--- src/rtl/bpt_pkg.sv ---
package bpt_pkg;
  typedef enum logic [1:0] {
    CMD_ERASE   = 2'd0,
    CMD_PROGRAM = 2'd1,
    CMD_ABORT   = 2'd2,
    CMD_READ    = 2'd3
  } fl_cmd_e;

  typedef enum logic [2:0] {
    S_IDLE, S_INIT, S_ERASE, S_READ, S_HOLD, S_ABORT, S_OUT
  } seq_state_e;

  typedef enum logic [1:0] {
    PH_IDLE, PH_ADDR, PH_LOAD, PH_SHIFT
  } ser_ph_e;
endpackage

--- src/rtl/bpt_ram.sv ---
module bpt_ram #(
  parameter int DEPTH = 16,
  parameter int DW    = 128,
  localparam int AW   = $clog2(DEPTH)
) (
  input  logic          clk,
  input  logic          we,
  input  logic [AW-1:0] waddr,
  input  logic [DW-1:0] wdata,
  input  logic [AW-1:0] raddr,
  output logic [DW-1:0] rdata
);
  logic [DW-1:0] mem [DEPTH];

  always_ff @(posedge clk) begin
    if (we) mem[waddr] <= wdata;
    rdata <= mem[raddr];
  end
endmodule

--- src/rtl/bpt_seq.sv ---
module bpt_seq
  import bpt_pkg::*;
#(
  parameter int NWORDS = 16,
  parameter int CNT_W  = 8,
  parameter int DLY_W  = 16,
  parameter int ADDR_W = 20,
  localparam int WIDX_W = $clog2(NWORDS)
) (
  input  logic              clk,
  input  logic              rst,
  input  logic              start,
  input  logic [CNT_W-1:0]  m_in,
  input  logic [DLY_W-1:0]  d_in,
  input  logic [ADDR_W-1:0] addr_in,
  input  logic              fl_done,
  input  logic              last_wr,
  input  logic              ser_done,
  output logic              busy,
  output logic              cmd_valid,
  output logic [1:0]        cmd,
  output logic [ADDR_W-1:0] addr_q,
  output logic [CNT_W-1:0]  idx_q,
  output logic              init_we,
  output logic [WIDX_W-1:0] init_addr,
  output logic              rd_en,
  output logic              out_phase,
  output logic              ser_start
);
  localparam logic [CNT_W-1:0] SENT = {CNT_W{1'b1}};
  localparam logic [WIDX_W-1:0] LAST_W = WIDX_W'(NWORDS - 1);

  seq_state_e          state;
  logic [CNT_W-1:0]    m_q;
  logic [DLY_W-1:0]    d_q;
  logic [DLY_W-1:0]    dly;
  logic [WIDX_W-1:0]   init_cnt;
  logic [CNT_W-1:0]    m_eff;

  assign m_eff     = (m_in == SENT) ? SENT - 1'b1 : m_in;
  assign init_we   = (state == S_INIT);
  assign init_addr = init_cnt;
  assign rd_en     = (state == S_READ);
  assign out_phase = (state == S_OUT);

  always_ff @(posedge clk) begin
    if (rst) begin
      state     <= S_IDLE;
      busy      <= 1'b0;
      cmd_valid <= 1'b0;
      cmd       <= 2'd0;
      addr_q    <= '0;
      m_q       <= '0;
      d_q       <= '0;
      idx_q     <= '0;
      dly       <= '0;
      init_cnt  <= '0;
      ser_start <= 1'b0;
    end else begin
      cmd_valid <= 1'b0;
      ser_start <= 1'b0;
      case (state)
        S_IDLE: if (start) begin
          m_q      <= m_eff;
          d_q      <= d_in;
          addr_q   <= addr_in;
          idx_q    <= '0;
          init_cnt <= '0;
          busy     <= 1'b1;
          state    <= S_INIT;
        end
        S_INIT: begin
          if (init_cnt == LAST_W) begin
            cmd_valid <= 1'b1;
            cmd       <= CMD_ERASE;
            state     <= S_ERASE;
          end else begin
            init_cnt <= init_cnt + 1'b1;
          end
        end
        S_ERASE: if (fl_done) begin
          cmd_valid <= 1'b1;
          cmd       <= CMD_READ;
          state     <= S_READ;
        end
        S_READ: if (last_wr) begin
          if (idx_q == m_q) begin
            ser_start <= 1'b1;
            state     <= S_OUT;
          end else begin
            idx_q     <= idx_q + 1'b1;
            dly       <= '0;
            cmd_valid <= 1'b1;
            cmd       <= CMD_PROGRAM;
            state     <= S_HOLD;
          end
        end
        S_HOLD: begin
          if (dly == d_q) begin
            cmd_valid <= 1'b1;
            cmd       <= CMD_ABORT;
            state     <= S_ABORT;
          end else begin
            dly <= dly + 1'b1;
          end
        end
        S_ABORT: if (fl_done) begin
          cmd_valid <= 1'b1;
          cmd       <= CMD_READ;
          state     <= S_READ;
        end
        S_OUT: if (ser_done) begin
          busy  <= 1'b0;
          state <= S_IDLE;
        end
        default: state <= S_IDLE;
      endcase
    end
  end


  idx_le_m_chk: assert property (@(posedge clk) disable iff (rst)
    busy |-> (idx_q <= m_q));


  abort_gap_chk: assert property (@(posedge clk) disable iff (rst)
    (cmd_valid && cmd == CMD_PROGRAM && d_q == '0) |=> (cmd_valid && cmd == CMD_ABORT));


  start_ignored_chk: assert property (@(posedge clk) disable iff (rst)
    (busy && start) |=> ($stable(addr_q) && $stable(m_q)));
endmodule

--- src/rtl/bpt_update.sv ---
module bpt_update #(
  parameter int WORD_W = 16,
  parameter int CNT_W  = 8,
  parameter int NWORDS = 16,
  localparam int WIDX_W = $clog2(NWORDS),
  localparam int DW     = WORD_W * CNT_W
) (
  input  logic              clk,
  input  logic              rst,
  input  logic              en,
  input  logic              rd_valid,
  input  logic [WORD_W-1:0] rd_data,
  input  logic [CNT_W-1:0]  cur_idx,
  input  logic [DW-1:0]     ram_rdata,
  output logic [WIDX_W-1:0] ram_raddr,
  output logic              ram_we,
  output logic [WIDX_W-1:0] ram_waddr,
  output logic [DW-1:0]     ram_wdata,
  output logic              last_wr
);
  localparam logic [CNT_W-1:0] SENT = {CNT_W{1'b1}};

  logic [WIDX_W-1:0] rx_cnt;
  logic [WIDX_W-1:0] addr_q;
  logic [WORD_W-1:0] data_q;
  logic              v_q;

  always_ff @(posedge clk) begin
    if (rst) begin
      rx_cnt <= '0;
      addr_q <= '0;
      data_q <= '0;
      v_q    <= 1'b0;
    end else begin
      v_q <= en && rd_valid;
      if (!en) begin
        rx_cnt <= '0;
      end else if (rd_valid) begin
        rx_cnt <= rx_cnt + 1'b1;
        data_q <= rd_data;
        addr_q <= rx_cnt;
      end
    end
  end

  assign ram_raddr = rx_cnt;
  assign ram_we    = v_q;
  assign ram_waddr = addr_q;
  assign last_wr   = v_q && (addr_q == WIDX_W'(NWORDS - 1));

  for (genvar l = 0; l < WORD_W; l++) begin : g_lane
    logic [CNT_W-1:0] old_t;
    assign old_t = ram_rdata[l*CNT_W +: CNT_W];
    assign ram_wdata[l*CNT_W +: CNT_W] =
      (old_t == SENT && !data_q[l]) ? cur_idx : old_t;


    lane_range_chk: assert property (@(posedge clk) disable iff (rst)
      ram_we |-> (ram_wdata[l*CNT_W +: CNT_W] == SENT ||
                  ram_wdata[l*CNT_W +: CNT_W] <= cur_idx));
  end
endmodule

--- src/rtl/bpt_ser.sv ---
module bpt_ser
  import bpt_pkg::*;
#(
  parameter int WORD_W = 16,
  parameter int CNT_W  = 8,
  parameter int NWORDS = 16,
  localparam int WIDX_W    = $clog2(NWORDS),
  localparam int LANE_W    = $clog2(WORD_W),
  localparam int PAGE_BITS = WORD_W * NWORDS,
  localparam int BIDX_W    = $clog2(PAGE_BITS),
  localparam int DW        = WORD_W * CNT_W
) (
  input  logic              clk,
  input  logic              rst,
  input  logic              start,
  input  logic [DW-1:0]     ram_rdata,
  output logic [WIDX_W-1:0] raddr,
  output logic              out_valid,
  output logic [BIDX_W-1:0] out_bit,
  output logic [CNT_W-1:0]  out_time,
  output logic              out_last,
  output logic              done
);
  ser_ph_e           ph;
  logic [WIDX_W-1:0] word_q;
  logic [LANE_W-1:0] lane_q;
  logic [DW-1:0]     sh;

  assign raddr = word_q;

  always_ff @(posedge clk) begin
    if (rst) begin
      ph        <= PH_IDLE;
      word_q    <= '0;
      lane_q    <= '0;
      sh        <= '0;
      out_valid <= 1'b0;
      out_bit   <= '0;
      out_time  <= '0;
      out_last  <= 1'b0;
      done      <= 1'b0;
    end else begin
      out_valid <= 1'b0;
      out_last  <= 1'b0;
      done      <= 1'b0;
      case (ph)
        PH_IDLE: if (start) begin
          word_q <= '0;
          ph     <= PH_ADDR;
        end
        PH_ADDR: ph <= PH_LOAD;
        PH_LOAD: begin
          sh     <= ram_rdata;
          lane_q <= '0;
          ph     <= PH_SHIFT;
        end
        PH_SHIFT: begin
          out_valid <= 1'b1;
          out_time  <= sh[CNT_W-1:0];
          out_bit   <= BIDX_W'(int'(word_q) * WORD_W + int'(lane_q));
          sh        <= sh >> CNT_W;
          lane_q    <= lane_q + 1'b1;
          if (lane_q == LANE_W'(WORD_W - 1)) begin
            if (word_q == WIDX_W'(NWORDS - 1)) begin
              out_last <= 1'b1;
              done     <= 1'b1;
              ph       <= PH_IDLE;
            end else begin
              word_q <= word_q + 1'b1;
              ph     <= PH_ADDR;
            end
          end
        end
        default: ph <= PH_IDLE;
      endcase
    end
  end


  last_idx_chk: assert property (@(posedge clk) disable iff (rst)
    out_last |-> (out_valid && out_bit == BIDX_W'(PAGE_BITS - 1)));
endmodule

--- src/rtl/bit_ptime_engine.sv ---
module bit_ptime_engine #(
  parameter int PAGE_BITS = 256,
  parameter int WORD_W    = 16,
  parameter int CNT_W     = 8,
  parameter int DLY_W     = 16,
  parameter int ADDR_W    = 20,
  localparam int NWORDS   = PAGE_BITS / WORD_W,
  localparam int WIDX_W   = $clog2(NWORDS),
  localparam int BIDX_W   = $clog2(PAGE_BITS),
  localparam int DW       = WORD_W * CNT_W
) (
  input  logic              clk,
  input  logic              rst,
  input  logic              start,
  input  logic [CNT_W-1:0]  pulse_max,
  input  logic [DLY_W-1:0]  abort_dly,
  input  logic [ADDR_W-1:0] page_addr,
  output logic              busy,
  output logic              fl_cmd_valid,
  output logic [1:0]        fl_cmd,
  output logic [ADDR_W-1:0] fl_addr,
  input  logic              fl_done,
  input  logic              fl_rd_valid,
  input  logic [WORD_W-1:0] fl_rd_data,
  output logic              out_valid,
  output logic [BIDX_W-1:0] out_bit,
  output logic [CNT_W-1:0]  out_time,
  output logic              out_last
);
  logic [CNT_W-1:0]  idx;
  logic              init_we, rd_en, out_phase, ser_start, ser_done, last_wr;
  logic [WIDX_W-1:0] init_addr, upd_raddr, upd_waddr, ser_raddr;
  logic              upd_we;
  logic [DW-1:0]     upd_wdata, ram_rdata;
  logic              ram_we;
  logic [WIDX_W-1:0] ram_waddr, ram_raddr;
  logic [DW-1:0]     ram_wdata;

  bpt_seq #(.NWORDS(NWORDS), .CNT_W(CNT_W), .DLY_W(DLY_W), .ADDR_W(ADDR_W)) seq_i (
    .clk(clk), .rst(rst), .start(start), .m_in(pulse_max), .d_in(abort_dly),
    .addr_in(page_addr), .fl_done(fl_done), .last_wr(last_wr), .ser_done(ser_done),
    .busy(busy), .cmd_valid(fl_cmd_valid), .cmd(fl_cmd), .addr_q(fl_addr),
    .idx_q(idx), .init_we(init_we), .init_addr(init_addr), .rd_en(rd_en),
    .out_phase(out_phase), .ser_start(ser_start)
  );

  bpt_update #(.WORD_W(WORD_W), .CNT_W(CNT_W), .NWORDS(NWORDS)) upd_i (
    .clk(clk), .rst(rst), .en(rd_en), .rd_valid(fl_rd_valid), .rd_data(fl_rd_data),
    .cur_idx(idx), .ram_rdata(ram_rdata), .ram_raddr(upd_raddr), .ram_we(upd_we),
    .ram_waddr(upd_waddr), .ram_wdata(upd_wdata), .last_wr(last_wr)
  );

  assign ram_we    = init_we | upd_we;
  assign ram_waddr = init_we ? init_addr : upd_waddr;
  assign ram_wdata = init_we ? {DW{1'b1}} : upd_wdata;
  assign ram_raddr = out_phase ? ser_raddr : upd_raddr;

  bpt_ram #(.DEPTH(NWORDS), .DW(DW)) ram_i (
    .clk(clk), .we(ram_we), .waddr(ram_waddr), .wdata(ram_wdata),
    .raddr(ram_raddr), .rdata(ram_rdata)
  );

  bpt_ser #(.WORD_W(WORD_W), .CNT_W(CNT_W), .NWORDS(NWORDS)) ser_i (
    .clk(clk), .rst(rst), .start(ser_start), .ram_rdata(ram_rdata), .raddr(ser_raddr),
    .out_valid(out_valid), .out_bit(out_bit), .out_time(out_time),
    .out_last(out_last), .done(ser_done)
  );


  out_busy_chk: assert property (@(posedge clk) disable iff (rst)
    out_valid |-> busy);
endmodule

--- config.mk ---
export PLATFORM = sky130hd
export DESIGN_NAME = bit_ptime_engine
export DESIGN_NICKNAME = d
export VERILOG_FILES = /design/src/rtl/bpt_pkg.sv /design/src/rtl/bpt_ram.sv /design/src/rtl/bpt_seq.sv /design/src/rtl/bpt_update.sv /design/src/rtl/bpt_ser.sv /design/src/rtl/bit_ptime_engine.sv
export SDC_FILE = /design/constraint.sdc
export NUM_CORES = 2
export LEC_CHECK = 0
export ABC_AREA = 0
export BUFFER_PORTS_ARGS = -buffer_cell sky130_fd_sc_hd__buf_2
export CORE_MARGIN = 2
export CORE_UTILIZATION = 59
export DETAILED_ROUTE_END_ITERATION = 6
export GPL_TIMING_DRIVEN = 0
export PLACE_DENSITY = 0.75
export REMOVE_ABC_BUFFERS = 1
export SYNTH_ARGS = -nofsm -noshare
export SYNTH_HDL_FRONTEND = slang
export SYNTH_SLANG_ARGS = --single-unit
--- constraint.sdc ---
create_clock -name clk -period 15.3 [get_ports clk]
set_clock_uncertainty 0.15 [all_clocks]
set_input_delay 1.53 -clock clk [delete_from_list [all_inputs] [get_ports clk]]
set_output_delay 1.53 -clock clk [all_outputs]
set_load 0.01 [all_outputs]
Yosys cells after proc, flatten, opt, wreduce, memory -nomap -nowiden --
Memories as Yosys holds them, arrays and structs flattened. A register that Yosys moved wholly into a read port is not among the register bits. Cells that the tools add are included.
Operators by class: add/subtract/negate cells 7, equality and inequality tests 44, mux-type cells 69, bitwise gates (word level) 5, reductions and logical operators 57
Operators with widths (count):
- 128-bit case mux with 2 select lines | 1
- 8-bit two-way mux | 20
- 8-bit equality test, second input constant | 17
- 128-bit two-way mux | 1
- 16-bit two-way mux | 3
- 16-bit case mux with 2 select lines | 1
- 4-bit two-way mux | 7
- 4-bit case mux with 2 select lines | 3
- 1-bit logical AND | 18
- 3-bit two-way mux | 6
- 3-bit case mux with 6 select lines | 1
- 16-bit by 1-bit adder with 16-bit output, second input constant | 1
- 4-bit by 1-bit adder with 4-bit output, second input constant | 4
- 16-bit equality test | 1
- 4-bit equality test, second input constant | 4
- 1-bit zero test | 16
- 2-bit two-way mux | 8
- 2-bit case mux with 4 select lines | 2
- 8-bit case mux with 2 select lines | 1
- 2-bit inequality test, second input constant | 7
- 1-bit two-way mux | 13
- 4-bit AND reduction | 3
- 6-bit AND reduction | 2
- 2-bit nonzero test | 6
- other kinds (20) | 36
Storage, ports and cells: flip-flop bits (word level) 261, RAM bits 2048, output and inout port bits 42, word-level logic and storage cells 206, memories kept 1
Memories:
- ram_i.mem | words 16, width 128, rd ports 1, clocked after Yosys merged registers in 1, write ports 1, line bpt_ram.sv:13 | logic [DW-1:0] mem [DEPTH];

Depth between registers and ports, before layout --
word-level depth 4, gate-level depth with buffers 12, mapped depth without buffers 8

Hierarchy --
A second synthesis with hierarchy kept.
Second synthesis, totals: cells, all modules 5105, area total of the unflattened synthesis 93791.2 µm²
Modules (own cells, without submodules):
- bpt_ram | times used 1, cells each 3365, area each 79331.1 µm², sequential area each 64061.4 µm²
- bpt_ser | times used 1, cells each 811, area each 7148.1 µm², sequential area each 3123.0 µm²
- bpt_seq | times used 1, cells each 440, area each 3641.0 µm², sequential area each 1601.5 µm²
- bpt_update | times used 1, cells each 338, area each 2660.1 µm², sequential area each 500.5 µm²
- bit_ptime_engine | times used 1, cells each 151, area each 1011.0 µm², sequential area each 0.0 µm²

Worst setup path after synthesis --
Ideal clock, no wire load.
kind reg2reg, start point register seq_i.state[0], end point memory ram_i.mem[8][0], enable pin, setup time 0.617 ns, data arrival time 6.792 ns, data required time 14.533 ns, path slack 7.741 ns, stages on the path, launching flop included 8, cell sequence dfxtp_1 -> buf_2 -> buf_2 -> nand3_1 -> clkbuf_1 -> nor3_1 -> a31oi_1 -> nor2_1
On the way: cells in the longest elaborated chain, start to end 4, elaborated cells between the ends (all ways) 5, classes of those cells eq/ne: 1; mux: 3; bitwise: 1
RTL lines:
- start, declared | line bpt_seq.sv:33 | seq_state_e state;
- start signal, assigned | line bpt_seq.sv:48 | state <= S_IDLE;
- start signal, assigned | line bpt_seq.sv:70 | state <= S_INIT;
- start signal, assigned | line bpt_seq.sv:76 | state <= S_ERASE;
- 3-bit by 1-bit equality test with 1-bit output * | line bpt_seq.sv:41 | assign init_we = (state == S_INIT);
- 1-bit OR | line bit_ptime_engine.sv:53 | assign ram_we = init_we | upd_we;
- 1-bit two-way mux | line bpt_ram.sv:16 | if (we) mem[waddr] <= wdata;
- 1-bit two-way mux (not written as such) | line bpt_ram.sv:16
- end, declared | line bpt_ram.sv:13
Every way passes the cells marked *; elsewhere a longest branch is shown, timed or not.

Worst setup path in the final report --
start point register seq_i.state[1], end point memory ram_i.mem[11][39], enable pin
Same word-level chain as after synthesis.

==> impl_metrics.py <==
metrics = {
    "run_status": {
        "status": "finished, violations left",
        "violations": "DRC",
    },
    "floorplanning": {
        "die-area_mm2": 0.165,
        "die_y_um": 406,
        "start_util": 0.594,
        "die_x_um": 406,
        "io_pins": 107,
        "std_cell_rows": 147,
        "core_region_area_mm2": 0.161,
    },
    "clock_tree": {
        "postCtsHoldBufs": 0,
        "ctsResizeCount": 0,
        "cts_tree": "built",
        "htree_levels": 4,
        "clockBufferDepth": 3,
        "path_clk_slew_ps": 70,
        "clkLatencyLatePin_ps": 870,
        "clock-root-buffer": "clkbuf_16",
        "cts_sinks": 2437,
        "post_cts_buffers": 0,
        "numCtsBuffers": 221,
    },
    "timing": {
        "min_period_over_period": 0.323,
        "rsz0062_at_grt": "false",
        "worst_pin_slew_ps": 1080,
        "max_slew_margin": 0.283,
        "setup_viol": 0,
        "min_period_ps": 4950,
        "drv_slew": 0,
        "fmax_mhz": 202,
        "hold_ws_ps": 304,
        "hold_viol_final": 0,
        "fin_ws_ps": 10350,
        "fin_setup_tns_ps": 0,
    },
    "routing": {
        "initialDrtViolationCount": 9885,
        "routedWlPerCell_um": 25.5,
        "antenna_left": 0,
        "vias": 64400,
        "routed_wl_mm": 258,
        "drc_errors": 3,
        "dr.pass1.iters": 7,
        "vias_per_cell": 6.37,
    },
    "final_layout": {
        "fin_nets": 7823,
        "drive_gt1_frac": 0.0888,
        "area_growth_pct": 14.0,
        "stdcell_count": 10100,
        "nFillCells": 10500,
        "fin_area_mm2": 0.109,
    },
    "global_route": {
        "grt_pass1_wl_mm": 381,
        "overflow": 0,
        "antenna_found_initial": 9,
        "grt_max_degree": 135,
        "grt_pass1_vias": 61500,
        "grt_usage": 0.309,
    },
    "yosys": {
        "synthArstFlopShare": 0,
        "ys_seq_area_frac": 0.725,
        "syn_area_mm2": 0.0956,
        "synth_flop_cell": "edfxtp_1",
        "ys_ff_latch": 2437,
        "yosys_warnings": 0,
        "synthCells": 7704,
        "synth-edff-count": 2048,
        "synth_cell_types": 61,
        "syn_area_per_cell_um2": 12.4,
    },
    "worst_hold_path": {
        "hold_depth": 2,
        "hp-class": "flip-flop to flip-flop",
    },
    "setup_path": {
        "worstRegToRegCells": 9,
        "endpoint_kind": "flip-flop",
        "critPathMaxFanout": 45,
        "timing.rr.start": "seq_i.state[1]$_SDFFE_PP0P_",
        "critPathLaunchType": "flip-flop",
        "reg2reg_setup_slack_ps": 10350,
        "crit_required_ps": 15690,
        "setup.worst_path.class": "flip-flop to flip-flop",
        "timing.rr.end": "ram_i.mem[11][39]$_DFFE_PP_",
        "worstPathArrival_ps": 5340,
        "critPathLaunch": "seq_i.state[1]$_SDFFE_PP0P_",
        "crit_end": "ram_i.mem[11][39]$_DFFE_PP_",
    },
    "placement": {
        "place_ws_ps": 10490,
        "dp_hpwl_mm": 148,
        "dpl_cell_area_mm2": 0.102,
        "place_congestion": 0.781,
        "dp_cells": 9686,
        "port_buffers": 106,
    },
    "power": {
        "powerDensity_mw_per_mm2": 126,
        "vdd_drop_max_mv": 0.131,
        "combinationalPowerShare": 0.044,
        "p_leak_nw": 38.0,
        "switching_share": 0.215,
        "internal-power_mw": 10.8,
        "p_sw_mw": 2.95,
        "clock_power_share": 0.402,
        "power_frac_seq": 0.555,
    },
    "flow_run": {
        "cap_violations": 0,
    },
}
==> critical path, stage by stage, from the launching register on <==
cell,delay [ps]
dfxtp_1,760
clkinv_1,480
nand3_4,560
buf_16,310
a41oi_1,490
nor2_4,810
buf_12,300
buf_12,230
buf_12,210
buf_12,240
==> synthesized netlist by cell type, types with 5 or more instances <==
| library cell | n | area share |
|---|---|---|
| o21ai_0 | 144 | 0.0075 |
| buf_6 | 22 | 0.0026 |
| clkbuf_1 | 264 | 0.010 |
| nand4b_1 | 6 | 0.00055 |
| nand2_1 | 2182 | 0.086 |
| or3_1 | 5 | 0.00033 |
| nor2b_1 | 8 | 0.00052 |
| buf_2 | 162 | 0.0085 |
| nand4_1 | 27 | 0.0018 |
| ha_1 | 9 | 0.0012 |
| a22oi_1 | 9 | 0.00071 |
| or2_2 | 5 | 0.00033 |
| nor3_1 | 14 | 0.00073 |
| a31oi_1 | 11 | 0.00072 |
| xor2_1 | 26 | 0.0024 |
| edfxtp_1 | 2048 | 0.64 |
| a32oi_1 | 80 | 0.0073 |
| o221ai_1 | 80 | 0.0073 |
| nor2_1 | 329 | 0.013 |
| a21oi_1 | 403 | 0.021 |
| o31ai_1 | 13 | 0.0010 |
| nor4_1 | 50 | 0.0033 |
| buf_1 | 45 | 0.0018 |
| buf_4 | 8 | 0.00063 |
| mux2i_1 | 390 | 0.041 |
| dfxtp_1 | 389 | 0.081 |
| nor3b_1 | 9 | 0.00071 |
| or4_1 | 13 | 0.0010 |
| nand3_1 | 865 | 0.045 |
| inv_1 | 16 | 0.00063 |
| o211ai_1 | 5 | 0.00039 |
| xnor2_1 | 9 | 0.00082 |
==> power groups by stage <==
| stage | clock network (mW) | registers (mW) | logic [mW] |
|---|---|---|---|
| floorplan | 0 | 7.74 | 0.349 |
| global placement | 0 | 7.82 | 0.528 |
| detailed placement | 0 | 7.74 | 0.576 |
| CTS | 5.53 | 7.60 | 0.584 |
| global route | 5.78 | 7.61 | 0.647 |
| finish | 5.51 | 7.61 | 0.597 |
==> flip-flops by register name, summed over array words and instances (netlist names), 2 cells and up <==
register / count
ram_i.mem: 2048
ram_i.rdata: 128
ser_i.sh: 128
seq_i.addr_q: 20
seq_i.d_q: 16
seq_i.dly: 16
upd_i.data_q: 16
seq_i.idx_q: 8
seq_i.m_q: 8
ser_i.out_bit: 8
ser_i.out_time: 8
seq_i.init_addr: 4
ser_i.lane_q: 4
ser_i.raddr: 4
upd_i.ram_raddr: 4
upd_i.ram_waddr: 4
seq_i.state: 3
seq_i.cmd: 2
ser_i.ph: 2
==> worst min-delay path by stage <==
stage                                              from                            end  slack, ps
after CTS                  seq_i.addr_q[0]$_SDFFE_PP0P_   seq_i.addr_q[0]$_SDFFE_PP0P_        310
after global placement    seq_i.addr_q[14]$_SDFFE_PP0P_  seq_i.addr_q[14]$_SDFFE_PP0P_        290
final                      seq_i.addr_q[6]$_SDFFE_PP0P_   seq_i.addr_q[6]$_SDFFE_PP0P_        300
after detailed placement  upd_i.data_q[14]$_SDFFE_PP0P_  upd_i.data_q[14]$_SDFFE_PP0P_        300
after global routing      seq_i.addr_q[10]$_SDFFE_PP0P_  seq_i.addr_q[10]$_SDFFE_PP0P_        330
after floorplan           upd_i.data_q[10]$_SDFFE_PP0P_  upd_i.data_q[10]$_SDFFE_PP0P_        280
==> placed cells by master (no fill, tap or decap), drive strengths merged, types with 11 or more instances in the layout <==
cell    instances
a21oi         404
a31oi          11
a32oi          80
buf           324
bufinv         17
clkbuf        310
clkinv         81
dfxtp         389
edfxtp       2048
inv            21
mux2i         393
nand2        2184
nand3         866
nand4          27
nor2          329
nor3           15
nor4           50
o21ai         144
o221ai         80
o31ai          13
or4            13
xor2           26
==> per-layer routing <==
metal,track usage,up-vias,share of wire
met5,0,-,0.00012
met4,0.137,4,0.044
met3,0.0630,816,0.12
met2,0.487,4433,0.46
met1,0.418,31300,0.37
li1,-,27800,-
==> stage by stage <==
step	total power [mW]	util
final	13.7	0.678
after global routing	14.0	0.678
after detailed placement	8.32	0.633
after floorplan	8.09	-
after CTS	13.7	0.678
after global placement	8.35	0.600
==> area by class of cell <==
class / instances / area [um^2] / area share
Sequential cell: 2437 / 69300 / 0.636
Multi-Input combinational cell: 4748 / 24200 / 0.222
Clock buffer: 310 / 6160 / 0.0565
Timing Repair Buffer: 324 / 5470 / 0.0502
Tap cell: 2160 / 2700 / 0.0248
Clock inverter: 112 / 1080 / 0.00993
Inverter: 17 / 63.8 / 0.000586
Antenna cell: 8 / 20.0 / 0.000184
==> cells by family (layout without fill, tap and decap cells) <==
logic type,after synthesis,in the layout,synth area share
and+or+nand+nor,3536,3536,0.155
DFF,2437,2437,0.725
AOI/OAI and AO/OA,771,771,0.0485
buffers and inverters,519,763,0.0247
muxes,397,397,0.0421
xor gates and xnor gates,35,35,0.00321
adders and majority gates,9,9,0.00118
other,0,8,0
Power figures use the tool's default switching activity.
